<file path="src/rtl/rxq_pkg.sv">
package rxq_pkg;
  // Operation chosen for the current cycle by the admission logic.
  typedef enum logic [2:0] {
    RXQ_IDLE  = 3'd0,
    RXQ_PUSH  = 3'd1,
    RXQ_POP   = 3'd2,
    RXQ_SWAP  = 3'd3,  // push and pop together
    RXQ_OVWR  = 3'd4,  // break into a full queue: replace newest
    RXQ_CLEAR = 3'd5
  } rxq_op_e;
endpackage

</file>
<file path="src/rtl/rxq_admit.sv">
module rxq_admit
  import rxq_pkg::*;
#(
  parameter int DEPTH = 4,
  parameter int WIDTH = 8,
  parameter int CW    = $clog2(DEPTH + 1)
) (
  input  logic             clk,
  input  logic             rst_n,
  input  logic             in_valid,
  input  logic [WIDTH-1:0] in_data,
  input  logic             brk_evt,
  input  logic             rd_en,
  input  logic             rx_enable,
  input  logic             rx_clear,
  input  logic [CW-1:0]    count,
  output logic             in_ready,
  output rxq_op_e          op,
  output logic [WIDTH-1:0] wr_byte
);
  localparam logic [CW-1:0] FULL_CNT = CW'(DEPTH);

  logic is_empty, is_full, take_push, take_pop;

  assign is_empty = (count == '0);
  assign is_full  = (count == FULL_CNT);

  // Stream handshake: break and clear both steal the cycle.
  assign in_ready  = rx_enable && !is_full && !brk_evt && !rx_clear;
  assign take_push = brk_evt || (in_valid && in_ready);
  assign take_pop  = rd_en && !is_empty;
  assign wr_byte   = brk_evt ? '0 : in_data;

  always_comb begin
    if (rx_clear)                 op = RXQ_CLEAR;
    else if (take_push && take_pop) op = RXQ_SWAP;
    else if (take_push && is_full)  op = RXQ_OVWR;
    else if (take_push)             op = RXQ_PUSH;
    else if (take_pop)              op = RXQ_POP;
    else                            op = RXQ_IDLE;
  end

  // no stream byte is accepted into a full queue
  a_r7_full_blocks_stream: assert property (@(posedge clk) disable iff (!rst_n)
    (count == FULL_CNT) |-> !in_ready);
  // a break always wins the cycle over the stream
  a_r11_break_priority: assert property (@(posedge clk) disable iff (!rst_n)
    brk_evt |-> (!in_ready && (op != RXQ_POP) && (op != RXQ_IDLE)));
  // a read of an empty queue never becomes a removal
  a_r5_empty_read_inert: assert property (@(posedge clk) disable iff (!rst_n)
    (rd_en && count == '0) |-> (op != RXQ_POP && op != RXQ_SWAP));
  // acceptance requires an enabled receiver
  a_r8_ready_needs_enable: assert property (@(posedge clk) disable iff (!rst_n)
    in_ready |-> rx_enable);
endmodule

</file>
<file path="src/rtl/rxq_ctrl.sv">
module rxq_ctrl
  import rxq_pkg::*;
#(
  parameter int DEPTH = 4,
  parameter int CW    = $clog2(DEPTH + 1),
  parameter int PW    = (DEPTH > 1) ? $clog2(DEPTH) : 1
) (
  input  logic          clk,
  input  logic          rst_n,
  input  rxq_op_e       op,
  output logic [CW-1:0] count,
  output logic          wr_en,
  output logic [PW-1:0] wr_idx,
  output logic [PW-1:0] rd_idx
);
  localparam logic [CW-1:0] FULL_CNT = CW'(DEPTH);
  localparam logic [PW-1:0] LAST_IDX = PW'(DEPTH - 1);

  logic [PW-1:0] wr_ptr_q, rd_ptr_q, wr_ptr_inc, rd_ptr_inc, newest_idx;
  logic [CW-1:0] count_q;

  assign wr_ptr_inc = (wr_ptr_q == LAST_IDX) ? '0 : wr_ptr_q + PW'(1);
  assign rd_ptr_inc = (rd_ptr_q == LAST_IDX) ? '0 : rd_ptr_q + PW'(1);
  assign newest_idx = (wr_ptr_q == '0) ? LAST_IDX : wr_ptr_q - PW'(1);

  assign wr_en  = (op == RXQ_PUSH) || (op == RXQ_SWAP) || (op == RXQ_OVWR);
  assign wr_idx = (op == RXQ_OVWR) ? newest_idx : wr_ptr_q;
  assign rd_idx = rd_ptr_q;
  assign count  = count_q;

  always_ff @(posedge clk or negedge rst_n) begin
    if (!rst_n) begin
      wr_ptr_q <= '0;
      rd_ptr_q <= '0;
      count_q  <= '0;
    end else begin
      unique case (op)
        RXQ_CLEAR: begin
          wr_ptr_q <= '0;
          rd_ptr_q <= '0;
          count_q  <= '0;
        end
        RXQ_PUSH: begin
          wr_ptr_q <= wr_ptr_inc;
          count_q  <= count_q + CW'(1);
        end
        RXQ_POP: begin
          rd_ptr_q <= rd_ptr_inc;
          count_q  <= count_q - CW'(1);
        end
        RXQ_SWAP: begin
          wr_ptr_q <= wr_ptr_inc;
          rd_ptr_q <= rd_ptr_inc;
        end
        default: ;  // IDLE and OVWR keep pointers and count
      endcase
    end
  end

  // the count never passes the depth
  a_r3_no_overflow: assert property (@(posedge clk) disable iff (!rst_n)
    count_q <= FULL_CNT);
  // an overwrite happens only on a full queue and keeps it full
  a_r6_overwrite_stays_full: assert property (@(posedge clk) disable iff (!rst_n)
    (op == RXQ_OVWR) |-> (count_q == FULL_CNT) ##1 (count_q == FULL_CNT));
  // simultaneous entry and removal keep the count
  a_r10_swap_keeps_count: assert property (@(posedge clk) disable iff (!rst_n)
    (op == RXQ_SWAP) |=> $stable(count_q));
  // clear empties the queue in one edge
  a_r9_clear_empties: assert property (@(posedge clk) disable iff (!rst_n)
    (op == RXQ_CLEAR) |=> (count_q == '0));
  // no removal from an empty queue
  a_r5_no_underflow: assert property (@(posedge clk) disable iff (!rst_n)
    (count_q == '0) |-> (op != RXQ_POP && op != RXQ_SWAP));
endmodule

</file>
<file path="src/rtl/rxq_store.sv">
module rxq_store #(
  parameter int DEPTH = 4,
  parameter int WIDTH = 8,
  parameter int PW    = (DEPTH > 1) ? $clog2(DEPTH) : 1
) (
  input  logic             clk,
  input  logic             wr_en,
  input  logic [PW-1:0]    wr_idx,
  input  logic [WIDTH-1:0] wr_byte,
  input  logic [PW-1:0]    rd_idx,
  output logic [WIDTH-1:0] head
);
  logic [WIDTH-1:0] slot_q [DEPTH];
  logic [DEPTH-1:0] slot_we;

  for (genvar e = 0; e < DEPTH; e++) begin : g_slot_dec
    assign slot_we[e] = wr_en && (wr_idx == PW'(e));
  end

  always_ff @(posedge clk) begin
    for (int e = 0; e < DEPTH; e++) begin
      if (slot_we[e]) slot_q[e] <= wr_byte;
    end
  end

  assign head = slot_q[rd_idx];
endmodule

</file>
<file path="src/rtl/uart_rx_queue.sv">
module uart_rx_queue
  import rxq_pkg::*;
#(
  parameter int DEPTH = 4,
  parameter int WIDTH = 8
) (
  input  logic             clk,
  input  logic             rst_n,
  input  logic             rx_enable,
  input  logic             rx_clear,
  input  logic             in_valid,
  input  logic [WIDTH-1:0] in_data,
  output logic             in_ready,
  input  logic             brk_evt,
  input  logic             rd_en,
  output logic [WIDTH-1:0] rd_data,
  output logic             has_data,
  output logic             rx_full
);
  localparam int CW = $clog2(DEPTH + 1);
  localparam int PW = (DEPTH > 1) ? $clog2(DEPTH) : 1;
  localparam logic [CW-1:0] FULL_CNT = CW'(DEPTH);

  rxq_op_e          op;
  logic [CW-1:0]    count;
  logic [WIDTH-1:0] wr_byte, head;
  logic             wr_en;
  logic [PW-1:0]    wr_idx, rd_idx;

  rxq_admit #(.DEPTH(DEPTH), .WIDTH(WIDTH), .CW(CW)) u_admit (
    .clk(clk), .rst_n(rst_n), .in_valid(in_valid), .in_data(in_data),
    .brk_evt(brk_evt), .rd_en(rd_en), .rx_enable(rx_enable),
    .rx_clear(rx_clear), .count(count), .in_ready(in_ready), .op(op),
    .wr_byte(wr_byte));

  rxq_ctrl #(.DEPTH(DEPTH), .CW(CW), .PW(PW)) u_ctrl (
    .clk(clk), .rst_n(rst_n), .op(op), .count(count), .wr_en(wr_en),
    .wr_idx(wr_idx), .rd_idx(rd_idx));

  rxq_store #(.DEPTH(DEPTH), .WIDTH(WIDTH), .PW(PW)) u_store (
    .clk(clk), .wr_en(wr_en), .wr_idx(wr_idx), .wr_byte(wr_byte),
    .rd_idx(rd_idx), .head(head));

  assign has_data = (count != '0);
  assign rx_full  = (count == FULL_CNT);
  assign rd_data  = has_data ? head : '0;

  // an accepted byte or a break leaves data waiting
  a_r2_entry_sets_data: assert property (@(posedge clk) disable iff (!rst_n)
    (!rx_clear && (brk_evt || (in_valid && in_ready))) |=> has_data);
  // a lone removal drops the full flag
  a_r4_pop_clears_full: assert property (@(posedge clk) disable iff (!rst_n)
    (rd_en && has_data && !rx_clear && !brk_evt && !(in_valid && in_ready))
      |=> !rx_full);
  // an empty queue reads as zero
  a_r5_empty_reads_zero: assert property (@(posedge clk) disable iff (!rst_n)
    !has_data |-> (rd_data == '0));
  // clear drops both flags
  a_r9_clear_flags: assert property (@(posedge clk) disable iff (!rst_n)
    rx_clear |=> (!has_data && !rx_full));
endmodule

</file>
<file path="config.mk">
export PLATFORM = sky130hd
export DESIGN_NAME = uart_rx_queue
export DESIGN_NICKNAME = d
export VERILOG_FILES = /design/src/rtl/rxq_pkg.sv /design/src/rtl/rxq_admit.sv /design/src/rtl/rxq_ctrl.sv /design/src/rtl/rxq_store.sv /design/src/rtl/uart_rx_queue.sv
export SDC_FILE = /design/constraint.sdc
export NUM_CORES = 1
export LEC_CHECK = 0
export BUFFER_PORTS_ARGS = -buffer_cell sky130_fd_sc_hd__buf_4
export CELL_PAD_IN_SITES_DETAIL_PLACEMENT = 0
export CELL_PAD_IN_SITES_GLOBAL_PLACEMENT = 1
export CORE_MARGIN = 1.5
export CORE_UTILIZATION = 42
export DETAILED_ROUTE_END_ITERATION = 10
export GPL_TIMING_DRIVEN = 0
export PLACE_DENSITY = 0.84
export SLEW_MARGIN = 20
export SYNTH_ARGS = -nofsm -noshare
export SYNTH_HDL_FRONTEND = slang
export SYNTH_HIERARCHICAL = 1
export SYNTH_SLANG_ARGS = --single-unit
</file>
<file path="constraint.sdc">
create_clock -name clk -period 3.21 [get_ports clk]
set_clock_uncertainty 0.15 [all_clocks]
set_input_delay 0.1605 -clock clk [delete_from_list [all_inputs] [get_ports clk]]
set_output_delay 0.1605 -clock clk [all_outputs]
set_load 0.02 [all_outputs]
</file>
### After elaboration in Yosys (flattened, before gate mapping)

Memories as Yosys holds them, arrays and structs flattened.
Index checks and enable logic that the tools add are counted.

| operators by class | value |
|---|---|
| $add $sub $neg | 5 |
| reduce and logical (&&, ||, !) cells | 30 |
| equal/unequal tests | 11 |
| multiplexer cells | 31 |

Operators by type and width:

| cell | count |
|---|---|
| $mux 8 | 5 |
| $reduce_or 8->1 | 3 |
| $mux 2 | 8 |
| $mux 3 | 4 |
| $logic_and 1x1->1 | 11 |
| $mux 1 | 11 |
| $eq 3x3->1 const B | 3 |
| $pmux 3 s3 | 1 |
| $eq 2x2->1 const B | 4 |
| $pmux 2 s2 | 2 |
| $eq 3x2->1 const B | 2 |
| $reduce_bool 3->1 | 2 |
| $add 2x1->2 const B | 2 |
| $logic_not 1->1 | 4 |
| $logic_not 2->1 | 2 |
| $reduce_bool 2->1 | 2 |
| $reduce_or 2->1 | 2 |
| $add 3x1->3 const B | 1 |
| $eq 3x1->1 const B | 1 |
| $logic_not 3->1 | 1 |
| $logic_or 1x1->1 | 3 |
| $sub 3x1->3 const B | 1 |
| $eq 2x1->1 const B | 1 |
| $sub 2x1->2 const B | 1 |

| storage, ports and cells | value |
|---|---|
| logic and storage cells | 81 |
| bits of input ports | 15 |
| output and inout port bits | 11 |
| memory bits (writable) | 32 |
| register bits | 7 |
| memories | 1 |

Memory list:

| name | words | bits a word | read ports | clocked after Yosys merged registers in | wr ports | line | text |
|---|---|---|---|---|---|---|---|
| u_store.slot_q | 4 | 8 | 1 | 0 | 1 | rxq_store.sv:13 | `logic [WIDTH-1:0] slot_q [DEPTH];` |

### Logic depth before layout (Yosys ltp)

| logic depth | value |
|---|---|
| depth in word-level cells | 21 |
| gate-level depth with buffers | 10 |
| gate-level depth less buffers | 8 |

### Hierarchy

The synthesis kept the hierarchy.

Modules (own cells, without submodules):

| module | instances | sequential area each (µm²) | area each (µm²) | cells each |
|---|---|---|---|---|
| rxq_store | 1 | 960.9 | 1188.6 | 46 |
| rxq_ctrl | 1 | 175.2 | 536.8 | 59 |
| rxq_admit | 1 | 0.0 | 126.4 | 19 |
| uart_rx_queue | 1 | 0.0 | 112.6 | 13 |

### Worst setup path before layout

OpenSTA, ideal clock, no wires.

| timing | value |
|---|---|
| path kind | register -> register |
| from | reg u_ctrl.count_q[1], in the netlist u_ctrl/count[1] |
| to | mem u_store.slot_q[0][0] (enable) |
| setup time | 0.385 ns |
| slack | 0.202 ns |
| stages on the path, launching flop included | 6 |
| clock period less this slack | 3.008 ns |
| arrival | 2.472 ns |
| path buffers | 0 |
| data required time | 2.675 ns |
| cells stage by stage | dfrtp_1 or4b_4 a221o_1 nor3b_4 nand2b_1 nor3b_1 |

| between the ends | value |
|---|---|
| elaborated cells between the ends (all ways) | 48 |
| those cells by class | 7 x eq/ne; 20 x mux; 21 x reduce/logical |

RTL lines:

| item | line | text |
|---|---|---|
| start: declaration | rxq_ctrl.sv:20 | `logic [CW-1:0] count_q;` |
| start signal: assignment | rxq_ctrl.sv:45 | `count_q <= count_q + CW'(1);` |
| start signal: assignment | rxq_ctrl.sv:49 | `count_q <= count_q - CW'(1);` |
| $eq 3x3->1 | rxq_admit.sv:26 | `assign is_full = (count == FULL_CNT);` |
| $logic_not 1->1 | rxq_admit.sv:29 | `assign in_ready = rx_enable && !is_full && !brk_evt && !rx_clear;` |
| $logic_and 1x1->1 (3 in a row) | rxq_admit.sv:29 |  |
| $logic_and 1x1->1 | rxq_admit.sv:30 | `assign take_push = brk_evt \|\| (in_valid && in_ready);` |
| $logic_or 1x1->1 | rxq_admit.sv:30 |  |
| $mux 3 or $logic_and 1x1->1 (tied branches) | rxq_admit.sv:38, rxq_admit.sv:37 |  |
| $mux 3 | rxq_admit.sv:37 | `else if (take_push && is_full) op = RXQ_OVWR;` |
| $mux 3 * | rxq_admit.sv:36 | `else if (take_push && take_pop) op = RXQ_SWAP;` |
| [... 1 more ...] | n/a |  |
| via op[0] | uart_rx_queue.sv:24 | `rxq_op_e op;` |
| [... 1 more ...] | n/a |  |
| $logic_or 1x1->1 | rxq_ctrl.sv:26 | `assign wr_en = (op == RXQ_PUSH) \|\| (op == RXQ_SWAP) \|\| (op == RXQ_OVWR);` |
| $logic_or 1x1->1 * | rxq_ctrl.sv:26 |  |
| via wr_en | uart_rx_queue.sv:27 | `logic wr_en;` |
| $logic_and 1x1->1 * | rxq_store.sv:17 | `assign slot_we[e] = wr_en && (wr_idx == PW'(e));` |
| via u_store.slot_we[0] | rxq_store.sv:14 | `logic [DEPTH-1:0] slot_we;` |
| $mux 1 * | rxq_store.sv:22 | `if (slot_we[e]) slot_q[e] <= wr_byte;` |
| $mux 1 (not written as such) * | rxq_store.sv:22 |  |
| $mux 1 (no source line) * (3 in a row) | n/a |  |
| end: declaration | rxq_store.sv:13 |  |

Mark *: on every way through the listed nets, which the timed path passes. The rest lies on a longest branch.

### Worst setup path after layout

| timing | value |
|---|---|
| from | reg u_ctrl.count_q[0], in the netlist u_ctrl/count[0] |
| to | mem u_store.slot_q[0][4] (enable) |

The elaborated chain is that of the path after synthesis.

==> impl_metrics.py <==
metrics = {
    "pwr": {
        "power_density_nw_per_um2": 827,
        "pwr-share-clk": 0.205,
        "pwr-share-seq": 0.379,
        "ir_drop_mv": 0.303,
        "combPwrFrac": 0.415,
        "totalPowerFinal_uw": 1940,
        "p_leak_uw": 0.000905,
        "internal_power_uw": 1280,
        "netSwitchingPower_uw": 664,
        "sw_frac_of_total": 0.342,
    },
    "timing": {
        "period_share": 0.964,
        "layout_setup_ws_ns": 0.116,
        "fmax_ghz": 0.323,
        "hold_viol": 0,
        "slew_headroom": 0.443,
        "worst_pin_slew_ns": 0.833,
        "final-max-slew-violation-count": 0,
        "setup_viol": 0,
        "hold_ws_ns": 0.0692,
        "rsz0062_at_grt": "true",
        "fin_crit_ns": 3.09,
    },
    "finish": {
        "fillCellCount": 371,
        "finalNetCount": 189,
        "seqCellArea_um2": 1140,
        "multi_input_area_um2": 732,
        "final_cell_mix": "32 x edfxtp_1, 27 x buf_4",
        "drive_gt1_frac": 0.345,
        "diodes": 0,
        "final_common_cell": "edfxtp_1",
        "syn_to_final_growth_pct": 19.5,
    },
    "logic_synthesis": {
        "synth_edf_count": 32,
        "ys_types": 42,
        "yosysSeqAreaShare": 0.578,
        "ys_seq_elements": 39,
        "synth_warnings": 6,
        "synth_nets": 156,
        "avgSynthCellArea_um2": 14.3,
        "postSynth.asyncResetShare": 0.179,
        "synthCells": 137,
        "syn_area_um2": 1960,
        "synth_ff_type": "edfxtp_1",
    },
    "routing": {
        "drt_iter0_drc": 144,
        "dr_total_vias": 1234,
        "first_pass_iters": 4,
        "antenna_left": 0,
        "remaining_drc_errors": 0,
        "wl_um": 3690,
        "vias_per_cell": 5.53,
        "wire_per_inst_um": 16.6,
    },
    "global_routing": {
        "grt-ovfl-total": 0,
        "grt_usage": 0.163,
        "grt_pass1_wl_um": 6210,
        "grt_max_degree": 14,
        "antenna_found_initial": 0,
        "grt_pass1_vias": 1281,
    },
    "worst_setup_path": {
        "path_cells": "or4b_4 -> a221o_1 -> nor3b_4 -> nand2b_1 -> nor3b_2",
        "critPathKind": "reg -> reg",
        "crit_arrival_ns": 2.87,
        "cp.required_ns": 2.98,
        "cpPeakStageDelay_ns": 0.64,
        "crit_path_top_delay_cell": "nor3b_2",
        "crit_path_max_fanout": 8,
        "endpoint_kind": "register",
        "startpoint_type": "register",
    },
    "clock_tree": {
        "cts.sinks": 39,
        "cts_buffer_depth": 2,
        "h-tree-depth": 2,
        "cts_setup_buffers": 0,
        "clk_pin_slew_ns": 0.07,
        "numCtsBuffers": 5,
        "cts_tree": "done",
        "clockRootBuffer": "clkbuf_8",
        "clk_latency_ns": 0.29,
    },
    "floorplanning": {
        "core_area_um2": 4410,
        "die_w_um": 71.4,
        "rows": 24,
        "fp.dieH_um": 71.4,
        "die-area_um2": 5100,
        "start_util": 0.445,
        "ioPinCount": 26,
    },
    "run": {
        "drv_cap": 0,
    },
    "worst_hold_path": {
        "hold_path_class": "in -> async",
    },
    "placed_design": {
        "io_buffers": 25,
        "hpwl_um": 2630,
        "gp_congestion": 0.753,
        "dpl_worst_slack_ns": 0.0979,
    },
    "outcome": {
        "outcome": "finished, final reports clean",
    },
}
## state kept, by name (all words and copies together), names as in the netlist
name             cells
u_ctrl/count         3
u_store/slot_q      32
u_ctrl/rd_idx        2
u_ctrl/wr_ptr_q      2
## kinds of logic (layout without fill, tap and decap cells)
group                      after synthesis  after routing  share of synthesized area
adders and majority gates                4              4                     0.0293
xor gates and xnor gates                 1              1                    0.00446
DFF                                     39             39                      0.578
muxes                                   10             10                      0.102
buffers and inverters                   17             51                     0.0529
and+or+nand+nor                         40             40                      0.132
AOI/OAI and AO/OA                       26             26                      0.101
## path summary, 6_finish.rpt
path                                                start                              to  slack, ns  cells past startpoint
setup reg to reg              u_ctrl/count[0]$_DFFE_PN0P_  u_store/slot_q[0][4]$_DFFE_PP_       0.12                      5
hold reg to reg            u_ctrl/wr_ptr_q[0]$_DFFE_PN0P_  u_ctrl/wr_ptr_q[0]$_DFFE_PN0P_       0.40                      1
hold / removal                                      rst_n     u_ctrl/count[1]$_DFFE_PN0P_       0.07                      2
min in group clk                               in_data[5]  u_store/slot_q[0][5]$_DFFE_PP_       0.14                      2
max in group asynchronous                           rst_n    u_ctrl/rd_idx[1]$_DFFE_PN0P_       2.72                      2
setup / recovery              u_ctrl/count[0]$_DFFE_PN0P_  u_store/slot_q[0][4]$_DFFE_PP_       0.12                      5
## synth_stat cells (all sizes together) (4+ instances only)
cell    count  share of area
mux4        8          0.092
nor2        7          0.013
nand2       4         0.0076
nor2b       8          0.025
nor3b       4          0.021
inv         8          0.015
edfxtp     32           0.49
nor3        4          0.010
o31a        8          0.036
a21oi       7          0.018
dfrtp       7          0.089
buf         7          0.033
## final cells by class
| type | instances | share of cell area |
|---|---|---|
| Multi-Input combinational cell | 81 | 0.312 |
| Timing Repair Buffer | 26 | 0.0842 |
| Sequential cell | 39 | 0.484 |
| Clock inverter | 3 | 0.0187 |
| Buffer | 9 | 0.0314 |
| Tap cell | 52 | 0.0277 |
| Clock buffer | 5 | 0.0293 |
| Inverter | 8 | 0.0128 |
## power groups by stage
stage               clock network, uW  logic [uW]  registers, uW
CTS                               407         814            737
global placement                    0         783            735
finish                            399         807            736
global route                      428         878            753
floorplan                           0         583            723
detailed placement                  0         810            748
## stage by stage
stage	utilization	TNS, ns	std cells	area (um^2)
2_1_floorplan	-	0	137	1960
3_3_place_gp	0.502	-2.39	214	2220
3_5_place_dp	0.503	0	214	2220
4_1_cts	0.531	0	223	2340
5_1_grt	0.532	-0.426	223	2350
6_report	0.532	0	223	2350
## metal layers
metal | part of all wire | vias to the layer above | track usage
met5 | 0 | - | 0
met4 | 0.015 | 0 | 0.0629
met3 | 0.040 | 4 | 0.0422
met2 | 0.53 | 21 | 0.263
met1 | 0.42 | 615 | 0.213
li1 | - | 594 | -
## worst max-delay path, delay by kind of cell (launching register included)
family,cells,cell delay (ns)
AOI/OAI and AO/OA,1,0.43
and+or+nand+nor,4,1.66
DFF,1,0.48
## repair_timing
item,CTS,global route
hold endpoints to repair,7,0
endpoints found under the setup margin,0,24
hold buffers,1,0
resized for setup,0,2
No activity file was read; power rests on OpenSTA's default activity.
